**src/rtl/eth_rx_pkg.sv**
```systemverilog
package eth_rx_pkg;

    localparam logic [7:0]  SFD_BYTE  = 8'hD5;
    localparam logic [31:0] CRC_POLYR = 32'hEDB88320;

    typedef enum logic [2:0] {
        AL_IDLE,
        AL_DISCARD,
        AL_HUNT,
        AL_DATA,
        AL_SKIP
    } al_state_e;

    // Reflected CRC-32 over one byte, bit 0 first.
    function automatic logic [31:0] crc32_byte(input logic [31:0] crc, input logic [7:0] b);
        logic [31:0] c;
        c = crc;
        for (int i = 0; i < 8; i++) begin
            if (c[0] ^ b[i]) c = {1'b0, c[31:1]} ^ CRC_POLYR;
            else             c = {1'b0, c[31:1]};
        end
        return c;
    endfunction

    function automatic logic [31:0] bitrev32(input logic [31:0] v);
        logic [31:0] r;
        for (int i = 0; i < 32; i++) r[i] = v[31-i];
        return r;
    endfunction

endpackage

```
**src/rtl/eth_rx_aligner.sv**
```systemverilog
module eth_rx_aligner
    import eth_rx_pkg::*;
(
    input  logic       clk,
    input  logic       rst_n,
    input  logic       carrier,
    input  logic       rx_valid,
    input  logic       rx_bit,
    input  logic       collision,
    output logic       byte_stb,
    output logic [7:0] byte_val,
    output logic       start_stb,
    output logic       end_stb,
    output logic       end_col
);

    typedef struct packed {
        al_state_e   state;
        logic [2:0]  cnt;
        logic [7:0]  sr;
        logic        byte_stb;
        logic        start_stb;
        logic        end_stb;
        logic        end_col;
    } al_regs_t;

    al_regs_t al_d, al_q;
    logic [7:0] sr_shift;

    always_comb begin
        al_d           = al_q;
        al_d.byte_stb  = 1'b0;
        al_d.start_stb = 1'b0;
        al_d.end_stb   = 1'b0;
        al_d.end_col   = 1'b0;
        sr_shift       = {rx_bit, al_q.sr[7:1]};
        case (al_q.state)
            AL_IDLE: begin
                if (carrier) begin
                    al_d.state = AL_DISCARD;
                    al_d.cnt   = '0;
                    al_d.sr    = '0;
                end
            end
            AL_DISCARD: begin
                if (!carrier)       al_d.state = AL_IDLE;
                else if (collision) al_d.state = AL_SKIP;
                else if (rx_valid) begin
                    al_d.sr  = sr_shift;
                    al_d.cnt = al_q.cnt + 3'd1;
                    if (al_q.cnt == 3'd7) al_d.state = AL_HUNT;
                end
            end
            AL_HUNT: begin
                if (!carrier)       al_d.state = AL_IDLE;
                else if (collision) al_d.state = AL_SKIP;
                else if (rx_valid) begin
                    al_d.sr = sr_shift;
                    if (sr_shift == SFD_BYTE) begin
                        al_d.state     = AL_DATA;
                        al_d.cnt       = '0;
                        al_d.start_stb = 1'b1;
                    end
                end
            end
            AL_DATA: begin
                if (collision) begin
                    al_d.state   = AL_SKIP;
                    al_d.end_stb = 1'b1;
                    al_d.end_col = 1'b1;
                end else if (!carrier) begin
                    al_d.state   = AL_IDLE;
                    al_d.end_stb = 1'b1;
                end else if (rx_valid) begin
                    al_d.sr  = sr_shift;
                    al_d.cnt = al_q.cnt + 3'd1;
                    if (al_q.cnt == 3'd7) al_d.byte_stb = 1'b1;
                end
            end
            default: begin
                if (!carrier) al_d.state = AL_IDLE;
            end
        endcase
    end

    always_ff @(posedge clk) begin
        if (!rst_n) begin
            al_q       <= '0;
            al_q.state <= AL_IDLE;
        end else begin
            al_q <= al_d;
        end
    end

    assign byte_stb  = al_q.byte_stb;
    assign byte_val  = al_q.sr;
    assign start_stb = al_q.start_stb;
    assign end_stb   = al_q.end_stb;
    assign end_col   = al_q.end_col;

    // at most one frame event per cycle reaches the frame controller
    a_r6_one_event: assert property (@(posedge clk) disable iff (!rst_n)
        $onehot0({byte_stb, start_stb, end_stb}));

    // once a collision ends a frame, no byte follows in the next cycle
    a_r8_quiet_after_col: assert property (@(posedge clk) disable iff (!rst_n)
        (end_stb && end_col) |=> !byte_stb);

endmodule

```
**src/rtl/eth_rx_crc.sv**
```systemverilog
module eth_rx_crc
    import eth_rx_pkg::*;
#(
    parameter logic [31:0] RESIDUE = 32'hC704DD7B
) (
    input  logic       clk,
    input  logic       rst_n,
    input  logic       start_stb,
    input  logic       byte_stb,
    input  logic [7:0] byte_val,
    output logic       crc_ok
);

    localparam logic [31:0] RESIDUE_R = bitrev32(RESIDUE);

    logic [31:0] crc_d, crc_q;

    always_comb begin
        crc_d = crc_q;
        if (start_stb)     crc_d = '1;
        else if (byte_stb) crc_d = crc32_byte(crc_q, byte_val);
    end

    always_ff @(posedge clk) begin
        if (!rst_n) crc_q <= '1;
        else        crc_q <= crc_d;
    end

    assign crc_ok = (crc_q == RESIDUE_R);

    // every frame starts from an all-ones register
    a_r5_crc_seeded: assert property (@(posedge clk) disable iff (!rst_n)
        start_stb |=> (crc_q == 32'hFFFF_FFFF));

endmodule

```
**src/rtl/eth_rx_frame_ctl.sv**
```systemverilog
module eth_rx_frame_ctl #(
    parameter int CNT_W     = 11,
    parameter int MIN_FRAME = 64,
    parameter int LL_BYTES  = 12,
    parameter int MIN_DATA  = 46,
    parameter int LEN_POS   = 12
) (
    input  logic       clk,
    input  logic       rst_n,
    input  logic       byte_stb,
    input  logic [7:0] byte_val,
    input  logic       start_stb,
    input  logic       end_stb,
    input  logic       end_col,
    input  logic       crc_ok,
    input  logic       auto_strip,
    input  logic       low_latency,
    output logic       out_valid,
    output logic [7:0] out_data,
    output logic       out_sof,
    output logic       out_keep,
    output logic       out_eof,
    output logic       out_drop,
    output logic       out_fcs_err
);

    localparam int              HDR_BYTES = LEN_POS + 2;
    localparam logic [CNT_W-1:0] IDX_MAX  = '1;
    localparam logic [CNT_W-1:0] MIN_C    = CNT_W'(MIN_FRAME);
    localparam logic [CNT_W-1:0] LL_C     = CNT_W'(LL_BYTES);
    localparam logic [CNT_W-1:0] HDR_C    = CNT_W'(HDR_BYTES);
    localparam logic [CNT_W-1:0] LPOS_C   = CNT_W'(LEN_POS);

    typedef struct packed {
        logic [CNT_W-1:0] idx;
        logic [7:0]       len_hi;
        logic [15:0]      len;
        logic             strip;
        logic             valid;
        logic [7:0]       data;
        logic             sof;
        logic             keep;
        logic             eof;
        logic             drop;
        logic             fcs_err;
    } fc_regs_t;

    fc_regs_t fc_d, fc_q;
    logic [16:0] keep_lim;
    logic [15:0] len_now;

    always_comb begin
        fc_d         = fc_q;
        fc_d.valid   = 1'b0;
        fc_d.sof     = 1'b0;
        fc_d.eof     = 1'b0;
        keep_lim     = 17'(HDR_BYTES) + {1'b0, fc_q.len};
        len_now      = {fc_q.len_hi, byte_val};
        if (start_stb) begin
            fc_d.idx   = '0;
            fc_d.strip = 1'b0;
        end else if (byte_stb) begin
            fc_d.valid = 1'b1;
            fc_d.data  = byte_val;
            fc_d.sof   = (fc_q.idx == '0);
            fc_d.keep  = (fc_q.idx < HDR_C) || !fc_q.strip || (17'(fc_q.idx) < keep_lim);
            if (fc_q.idx != IDX_MAX) fc_d.idx = fc_q.idx + 1'b1;
            if (fc_q.idx == LPOS_C) fc_d.len_hi = byte_val;
            if (fc_q.idx == LPOS_C + 1'b1) begin
                fc_d.len   = len_now;
                fc_d.strip = auto_strip && (len_now < 16'(MIN_DATA));
            end
        end else if (end_stb) begin
            fc_d.eof     = 1'b1;
            fc_d.fcs_err = !crc_ok;
            fc_d.drop    = (fc_q.idx < MIN_C) && !(end_col && low_latency && fc_q.idx >= LL_C);
        end
    end

    always_ff @(posedge clk) begin
        if (!rst_n) fc_q <= '0;
        else        fc_q <= fc_d;
    end

    assign out_valid   = fc_q.valid;
    assign out_data    = fc_q.data;
    assign out_sof     = fc_q.sof;
    assign out_keep    = fc_q.keep;
    assign out_eof     = fc_q.eof;
    assign out_drop    = fc_q.drop;
    assign out_fcs_err = fc_q.fcs_err;

    // end strobe never shares a cycle with a byte
    a_r6_eof_alone: assert property (@(posedge clk) disable iff (!rst_n)
        !(out_eof && out_valid));

    // start flag only accompanies a byte
    a_r2_sof_with_byte: assert property (@(posedge clk) disable iff (!rst_n)
        out_sof |-> out_valid);

    // header bytes are always delivered
    a_r3_header_kept: assert property (@(posedge clk) disable iff (!rst_n)
        (byte_stb && fc_q.idx < HDR_C) |=> out_keep);

    // a full-size frame ending normally is kept
    a_r7_long_frame_kept: assert property (@(posedge clk) disable iff (!rst_n)
        (end_stb && !end_col && fc_q.idx >= MIN_C) |=> !out_drop);

    // low-latency collision past the watermark is kept
    a_r8_ll_collision_kept: assert property (@(posedge clk) disable iff (!rst_n)
        (end_stb && end_col && low_latency && fc_q.idx >= LL_C) |=> !out_drop);

endmodule

```
**src/rtl/eth_rx_deframer.sv**
```systemverilog
module eth_rx_deframer #(
    parameter int          CNT_W     = 11,
    parameter int          MIN_FRAME = 64,
    parameter int          LL_BYTES  = 12,
    parameter int          MIN_DATA  = 46,
    parameter int          LEN_POS   = 12,
    parameter logic [31:0] RESIDUE   = 32'hC704DD7B
) (
    input  logic       clk,
    input  logic       rst_n,
    input  logic       carrier,
    input  logic       rx_valid,
    input  logic       rx_bit,
    input  logic       collision,
    input  logic       auto_strip,
    input  logic       low_latency,
    output logic       out_valid,
    output logic [7:0] out_data,
    output logic       out_sof,
    output logic       out_keep,
    output logic       out_eof,
    output logic       out_drop,
    output logic       out_fcs_err
);

    logic       byte_stb, start_stb, end_stb, end_col, crc_ok;
    logic [7:0] byte_val;

    eth_rx_aligner i_aligner (
        .clk       (clk),
        .rst_n     (rst_n),
        .carrier   (carrier),
        .rx_valid  (rx_valid),
        .rx_bit    (rx_bit),
        .collision (collision),
        .byte_stb  (byte_stb),
        .byte_val  (byte_val),
        .start_stb (start_stb),
        .end_stb   (end_stb),
        .end_col   (end_col)
    );

    eth_rx_crc #(.RESIDUE(RESIDUE)) i_crc (
        .clk       (clk),
        .rst_n     (rst_n),
        .start_stb (start_stb),
        .byte_stb  (byte_stb),
        .byte_val  (byte_val),
        .crc_ok    (crc_ok)
    );

    eth_rx_frame_ctl #(
        .CNT_W     (CNT_W),
        .MIN_FRAME (MIN_FRAME),
        .LL_BYTES  (LL_BYTES),
        .MIN_DATA  (MIN_DATA),
        .LEN_POS   (LEN_POS)
    ) i_frame_ctl (
        .clk         (clk),
        .rst_n       (rst_n),
        .byte_stb    (byte_stb),
        .byte_val    (byte_val),
        .start_stb   (start_stb),
        .end_stb     (end_stb),
        .end_col     (end_col),
        .crc_ok      (crc_ok),
        .auto_strip  (auto_strip),
        .low_latency (low_latency),
        .out_valid   (out_valid),
        .out_data    (out_data),
        .out_sof     (out_sof),
        .out_keep    (out_keep),
        .out_eof     (out_eof),
        .out_drop    (out_drop),
        .out_fcs_err (out_fcs_err)
    );

endmodule

```
**config.mk**
```make
export PLATFORM = sky130hd
export DESIGN_NAME = eth_rx_deframer
export DESIGN_NICKNAME = d
export VERILOG_FILES = /design/src/rtl/eth_rx_pkg.sv /design/src/rtl/eth_rx_aligner.sv /design/src/rtl/eth_rx_crc.sv /design/src/rtl/eth_rx_frame_ctl.sv /design/src/rtl/eth_rx_deframer.sv
export SDC_FILE = /design/constraint.sdc
export NUM_CORES = 1
export LEC_CHECK = 0
export ABC_CLOCK_PERIOD_IN_PS = 2800
export BUFFER_PORTS_ARGS = -buffer_cell sky130_fd_sc_hd__buf_2
export CAP_MARGIN = 20
export CORE_ASPECT_RATIO = 1.1
export CORE_MARGIN = 3
export CORE_UTILIZATION = 50
export DETAILED_ROUTE_END_ITERATION = 10
export GPL_TIMING_DRIVEN = 0
export PLACE_DENSITY = 0.67
export RECOVER_POWER = 50
export SLEW_MARGIN = 30
export SYNTH_ARGS = -nofsm -noshare
export SYNTH_HDL_FRONTEND = slang
export SYNTH_SLANG_ARGS = --single-unit
```
**constraint.sdc**
```tcl
create_clock -name clk -period 2.8 [get_ports clk]
set_clock_uncertainty 0.2 [all_clocks]
set_input_delay 0.56 -clock clk [delete_from_list [all_inputs] [get_ports clk]]
set_output_delay 0.56 -clock clk [all_outputs]
set_load 0.01 [all_outputs]
```
==> key figures, run 1 <==
STA
  – Max Freq: 388 MHz
  – Setup TNS: 0 ns
  – Fin crit period: 2.58 ns
  – Unrepaired setup endpoints after global routing: no
  – Final Worst Setup Slack: 0.219 ns
  – Worst-Margin Slew: 0.814 ns
  – Setup violators final: 0
  – Final Hold Fails: 0
  – Slew Viols, Final: 0
  – Final period util: 92.2%
  – Slew headroom: 45.3%

Logic synthesis
  – Post-synthesis sequential area ratio: 37.8%
  – Largest family of logic cells by synthesized area: simple AND/OR/NAND/NOR gates
  – Post-synthesis mux area share: 1.89%
  – Post-synthesis compound-gate area fraction: 14.3%
  – Synth Area in Simple Gates: 20.7%
  – Synth Area in Adders: 3.78%
  – Netlist Area Pre-Place: 0.00530 mm2
  – Top-count cell post-synth: dfxtp_1
  – Post-synthesis instance total: 583
  – Post-synth top flop: dfxtp_1
  – Number of synthesized flops with an enable pin: 0
  – Top-area cell type share of the netlist area: 37.8%
  – Synth cell types: 60
  – Synth Area in XOR/XNOR: 16.7%
  – Synth Warn #: 0
  – Top cells by area, synth: dfxtp_1, xnor2_1, nand2_1
  – Most frequent cells after synthesis: dfxtp_1, nand2_1, xnor2_1
  – Post-synth ARST share: 0%
  – Leading area contributor after synthesis: dfxtp_1
  – Number of synthesized register bits: 100
  – Syn Nets: 607
  – Syn avg cell area: 9.08 um2

Min path
  – Hold path depth: 2
  – Worst hold path startpoint: i_frame_ctl.out_data[5]$_SDFFE_PN0P_
  – Worst Hold Class: reg -> reg
  – Hold Path Sink: i_frame_ctl.out_data[5]$_SDFFE_PN0P_

Setup path
  – Cell chain of the critical path: or4_1 > nor3_1 > nand4_1 > clkbuf_1 > nand2_1 > a21boi_0
  – Slowest stage delay, CP: 0.60 ns
  – Top fanout value on the critical path: 10
  – CP max stage cell: or4_1
  – CP endpoint kind: flop
  – Reg-to-reg startpoint: i_frame_ctl.fc_q[45]$_SDFFE_PP0P_
  – WP data required: 2.89 ns
  – CP Class: reg -> reg
  – Critical path arrival: 2.67 ns
  – Crit start category: flop
  – Worst R2R Path Depth: 6
  – RR Endpoint: i_frame_ctl.fc_q[20]$_SDFFE_PN0P_
  – R2r setup slk: 0.22 ns

Clock network
  – CTS Buf Count: 9
  – PostCTS Resize Cnt: 0
  – Hold Buf Count CTS: 0
  – Clk root buf: clkbuf_8
  – Clk sinks: 100
  – Setup repair bufs after CTS: 0
  – Max Root-Sink Buffers: 2
  – CTS clk-pin slew, worst paths: 0.10 ns
  – CTS H-tree lvls: 3
  – Clk_lat worst skew: 0.39 ns
  – CTS tree: built

Global routing
  – Initial antenna violation count: 0
  – Vias in the first global route: 4116
  – First-pass GRT wire length: 20800 um
  – Largest net degree at the start of global routing: 19
  – Grt ovf: 0
  – Total track usage: 21.9%

Finish
  – Filler cells: 958
  – Layout cells sized above 1: 9.89%
  – P&R area growth vs syn: 8.01%
  – Final #Nets: 636
  – Final cell count without fillers: 757
  – Ant. Diodes: 0

Routing
  – Final ANT Viol Nets: 0
  – Initial DRC Count: 182
  – DR pass1 iterations: 5
  – Total Wirelength: 12100 um
  – Vias/cell: 5.39
  – Via Count: 4084
  – # DRC: 0
  – Drt wl/cell: 16.0 um

Die
  – Core Area: 0.0101 mm2
  – Full die area: 0.0119 mm2
  – Die Height: 114 um
  – Starting Density: 52.5%
  – FP Rows: 38
  – Die width: 104 um
  – I/O pins: 22

Placement
  – Post-Place Cells: 742
  – Post-Place Setup Slack: 0.0921 ns
  – Port Buffers: 19
  – DPL Wire Length: 8960 um
  – RD Place Congestion: 0.801

Pwr
  – Pwr Density: 450 mW/mm2
  – Pleak: 2.05 nW
  – VDD IR max: 0.277 mV

Status
  – Status: completed

Job
  – Max-capacitance violation count: 0
[area by class of cell]
class / instances / area, um2 / area share [%]
Buffer: 40 / 213 / 3.72
Clock buffer: 9 / 124 / 2.17
Clock inverter: 7 / 80.1 / 1.40
Multi-Input combinational cell: 435 / 3020 / 52.8
Timing Repair Buffer: 19 / 77.6 / 1.36
Tap cell: 140 / 175 / 3.06
Inverter: 7 / 26.3 / 0.459
Sequential cell: 100 / 2000 / 35.0
[cells by family (layout without fill, tap and decap cells)]
logic type,Yosys count,in the layout
compound gates,111,111
buf+inv,48,82
simple gates,215,215
fa+ha+maj,16,16
flops,100,100
xor+xnor,83,83
mux,10,10
[sequential cells by signal, indices dropped and copies added, names as in the netlist, 6 cells and up]
register / cells
i_frame_ctl.fc_q: 36
i_aligner.al_q: 6
i_aligner.byte_val: 8
i_frame_ctl.out_data: 8
i_crc.crc_q: 32
[worst max path at each step]
| stage | from | to | slack, ns | cells after the start |
|---|---|---|---|---|
| 2_1_floorplan | i_frame_ctl.fc_q[16]$_SDFFE_PN0P_ | i_frame_ctl.out_keep$_SDFFE_PN0P_ | 0.31 | 9 |
| 3_3_place_gp | i_frame_ctl.fc_q[16]$_SDFFE_PN0P_ | i_frame_ctl.out_keep$_SDFFE_PN0P_ | 0.12 | 9 |
| 3_5_place_dp | i_frame_ctl.fc_q[16]$_SDFFE_PN0P_ | i_frame_ctl.out_keep$_SDFFE_PN0P_ | 0.09 | 9 |
| 4_1_cts | i_frame_ctl.fc_q[16]$_SDFFE_PN0P_ | i_frame_ctl.out_keep$_SDFFE_PN0P_ | 0.06 | 9 |
| 5_1_grt | i_frame_ctl.fc_q[45]$_SDFFE_PP0P_ | i_frame_ctl.fc_q[30]$_SDFFE_PN0P_ | 0.02 | 6 |
| 6_report | i_frame_ctl.fc_q[45]$_SDFFE_PP0P_ | i_frame_ctl.fc_q[20]$_SDFFE_PN0P_ | 0.22 | 6 |
[metal layers]
metal  track usage (%)  vias up  share of wire [%]
met2              36.3       73                 47
met4              6.74        0                1.8
li1                  -     2054                  -
met3              4.19       13                3.9
met1              29.1     1944                 47
met5                 0        -                  0
[worst max-delay path: cells and delay by family (launching register included)]
kind                   cells  cell delay (ns)
DFF                        1             0.39
and+or+nand+nor            4             1.49
AOI/OAI and AO/OA          1             0.08
buffers and inverters      1             0.31
[placed cells by master (no fill, tap or decap), types with 8 or more instances in the layout]
master	instances
a21boi_0	18
a21boi_1	10
a21oi_1	32
a22oi_1	9
buf_2	10
buf_4	9
clkbuf_1	36
clkbuf_8	9
dfxtp_1	99
ha_1	16
mux2i_1	10
nand2_1	74
nand4_1	12
nor2_1	40
nor2b_1	26
nor3_1	9
o21ai_0	8
o22a_1	10
xnor2_1	47
xor2_1	27
[through the flow]
stage / utilization [%] / power, W / area [um2] / hold slack (ns)
6_report: 56.7 / 0.00257 / 5720 / 0.273
3_3_place_gp: 55.2 / 0.00161 / 5570 / 0.244
3_5_place_dp: 55.2 / 0.00162 / 5570 / 0.261
5_1_grt: 56.7 / 0.00267 / 5720 / 0.302
4_1_cts: 57.2 / 0.00259 / 5770 / 0.267
2_1_floorplan: - / 0.00158 / 5300 / 0.231
[power by group]
group	switching (W)	internal, W	leakage [nW]
clock network	0.000564	0.000426	0.0973
logic	0.0000924	0.0000583	1.14
registers	0.00000493	0.00143	0.807
total	0.000661	0.00191	2.05
Note: power is estimated with default switching activity, not from simulation.
==> inputs of run 2 (changes only) <==
--- a/config.mk
+++ b/config.mk
@@ -8,9 +8,9 @@
 export ABC_CLOCK_PERIOD_IN_PS = 2800
 export BUFFER_PORTS_ARGS = -buffer_cell sky130_fd_sc_hd__buf_2
 export CAP_MARGIN = 20
-export CORE_ASPECT_RATIO = 1.1
-export CORE_MARGIN = 3
+export CORE_MARGIN = 2
 export CORE_UTILIZATION = 50
+export CTS_CLUSTER_DIAMETER = 100
 export DETAILED_ROUTE_END_ITERATION = 10
 export GPL_TIMING_DRIVEN = 0
 export PLACE_DENSITY = 0.67
==> run 2 against run 1 <==
- maximum frequency fell by 5.4%
- design area fell by 0.15%
- global-route usage barely moved
- non-clock buffer count did not move
- count of clock-buffer cells in the layout did not move
- utilization fell by 1.4 points
- sequential power barely moved
- clock power barely moved
- sequential share of layout area barely moved
- first-iteration DRC count fell by 4.4%
- critical path depth did not move
- worst setup slack got worse by 0.15 ns
- largest power group unchanged
- highest routed layer unchanged
==> key figures, run 2 (synthesized netlist as in run 1, its figures left out) <==
Global routing
  – GRT met1 Usage: 28.9%
  – Total track usage: 21.9%
  – Grt peak-use layer: met2
  – Largest net degree at the start of global routing: 17
  – First-pass GRT wire length: 19600 um
  – Met2 GRT Util: 35.6%
  – Initial antenna violation count: 0
  – Vias in the first global route: 3984
  – Grt ovf: 0
  – Grt met3 use: 3.83%

Finish
  – Largest registers: i_frame_ctl.fc_q: 36 flops, i_crc.crc_q: 32 flops
  – Final cell count without fillers: 752
  – Multi-input logic area: 0.00302 mm2
  – Storage cell area: 0.00200 mm2
  – Largest Register: i_frame_ctl.fc_q
  – Ant. Diodes: 0
  – Final #Nets: 636
  – Layout cells sized above 1: 9.25%
  – Max FFs per register: 36
  – Most common cell after layout, fill and taps aside: dfxtp_1
  – P&R area growth vs syn: 7.85%
  – Post-route cell area: 0.00571 mm2
  – Commonest non-fill, non-tap cells in the layout: dfxtp_1, nand2_1, xnor2_1
  – Filler cells: 971

Pwr
  – Power consumption: 0.00259 W
  – Sw Pwr: 0.000606 W
  – Internal power: 0.00199 W
  – Pleak: 2.04 nW
  – Pwr Density: 454 mW/mm2
  – Sw Share: 23.4%
  – Clock Power Share: 38.9%
  – Seq pwr share: 55.3%
  – VDD IR max: 0.306 mV
  – Combinational share of power: 5.8%

Placement
  – DPL Wire Length: 8540 um
  – Post-Place Setup Slack: 0.0538 ns
  – Port Buffers: 19
  – Post-Place Cells: 738
  – Placed cell area: 0.00556 mm2
  – RD Place Congestion: 0.820

Setup path
  – CP Class: reg -> reg
  – CP max stage cell: xnor2_1
  – WP data required: 2.88 ns
  – Critical path arrival: 2.81 ns
  – Cell chain of the critical path: buf_2 > xnor2_1 > xnor2_1 > xnor2_1 > xor2_1 > o22a_1
  – Worst R2R Path Depth: 6
  – Crit start category: flop
  – CP endpoint kind: flop
  – Top fanout value on the critical path: 8
  – R2r setup slk: 0.07 ns
  – Cell mode on critical path: xnor2_1
  – Slowest stage delay, CP: 0.77 ns

Die
  – Die width: 107 um
  – Full die area: 0.0114 mm2
  – Starting Density: 51.3%
  – Core Area: 0.0103 mm2
  – I/O pins: 22
  – Die Height: 107 um
  – FP Rows: 37

Clock network
  – Clk sinks: 100
  – Hold Buf Count CTS: 0
  – CTS Buf Count: 9
  – CTS tree: built
  – Max Root-Sink Buffers: 2
  – Setup repair bufs after CTS: 0
  – Clk root buf: clkbuf_8
  – CTS clk-pin slew, worst paths: 0.10 ns
  – Clk_lat worst skew: 0.37 ns
  – CTS H-tree lvls: 3

Routing
  – DR pass1 iterations: 4
  – Initial DRC Count: 174
  – Via Count: 4071
  – Final ANT Viol Nets: 0
  – Total Wirelength: 11700 um
  – Drt wl/cell: 15.5 um
  – Vias/cell: 5.41
  – # DRC: 0

STA
  – Max Freq: 366 MHz
  – Slew Viols, Final: 0
  – Unrepaired setup endpoints after global routing: no
  – Worst-Margin Slew: 0.940 ns
  – Slew headroom: 36.9%
  – Final Worst Setup Slack: 0.0708 ns
  – Fin crit period: 2.73 ns
  – Setup violators final: 0
  – Final period util: 97.5%
  – Final Hold Fails: 0
  – Setup TNS: 0 ns

Min path
  – Worst Hold Class: in -> reg
  – Hold path depth: 3

Job
  – Max-capacitance violation count: 0

Status
  – Status: completed
[run 2: changes by cell type in the layout (fill, tap and decap cells not counted), sizes merged]
cell and change:
buf -1, bufinv +1, clkbuf +1, clkinv +3
clkinvlp -1, inv -4
[run 2: what timing repair did]
| action | 4_1_cts | 5_1_grt |
|---|---|---|
| gates resized for setup | 0 | 2 |
| endpoints found under the hold margin | 0 | 0 |
| setup endpoints to repair | 0 | 1 |
[run 2: power by group through the flow]
stage | Clock [W] | Sequential, W | Combinational, W
after floorplan | 0 | 0.00147 | 0.000115
after global placement | 0 | 0.00147 | 0.000148
after detailed placement | 0 | 0.00147 | 0.000151
after CTS | 0.00104 | 0.00143 | 0.000151
after global routing | 0.00110 | 0.00143 | 0.000168
final | 0.00101 | 0.00143 | 0.000150
[run 2: worst paths after layout]
kind	start	to
setup / recovery	i_aligner.byte_val[2]$_SDFFE_PN0P_	i_crc.crc_q[22]$_SDFFE_PP1P_
hold / removal	rx_bit	i_aligner.byte_val[7]$_SDFFE_PN0P_
setup reg to reg	i_aligner.byte_val[2]$_SDFFE_PN0P_	i_crc.crc_q[22]$_SDFFE_PP1P_
hold reg to reg	i_frame_ctl.fc_q[30]$_SDFFE_PN0P_	i_frame_ctl.fc_q[30]$_SDFFE_PN0P_
[run 2: stage by stage]
stage	hold WS, ns	util (%)
3_3_place_gp	0.243	53.9
6_report	0.253	55.3
2_1_floorplan	0.231	-
4_1_cts	0.244	55.9
5_1_grt	0.272	55.3
3_5_place_dp	0.247	53.9
[run 2: area by class of cell]
cell class                 count  area share (%)
buffer                        40            3.59
clock buffer                   9            2.17
clock inverter                 6            1.58
inverter                       7           0.460
multi-input combinational    435            52.8
sequential                   100            35.1
tap                          136            2.98
timing repair buffer          19            1.36
[run 2: critical path: cells and delay by family (launching register included)]
kind / cells / cell delay [ns]
AO/OA/AOI/OAI: 1 / 0.19
buffers and inverters: 1 / 0.17
flip-flops: 1 / 0.30
XOR/XNOR: 4 / 1.77
[run 2: routing by layer]
| metal | routed length, um | vias to the layer above |
|---|---|---|
| met2 | 5320 | 75 |
| met3 | 354 | 21 |
| met4 | 284 | 0 |
| met1 | 5730 | 1918 |
| li1 | - | 2057 |
| met5 | 0 | - |
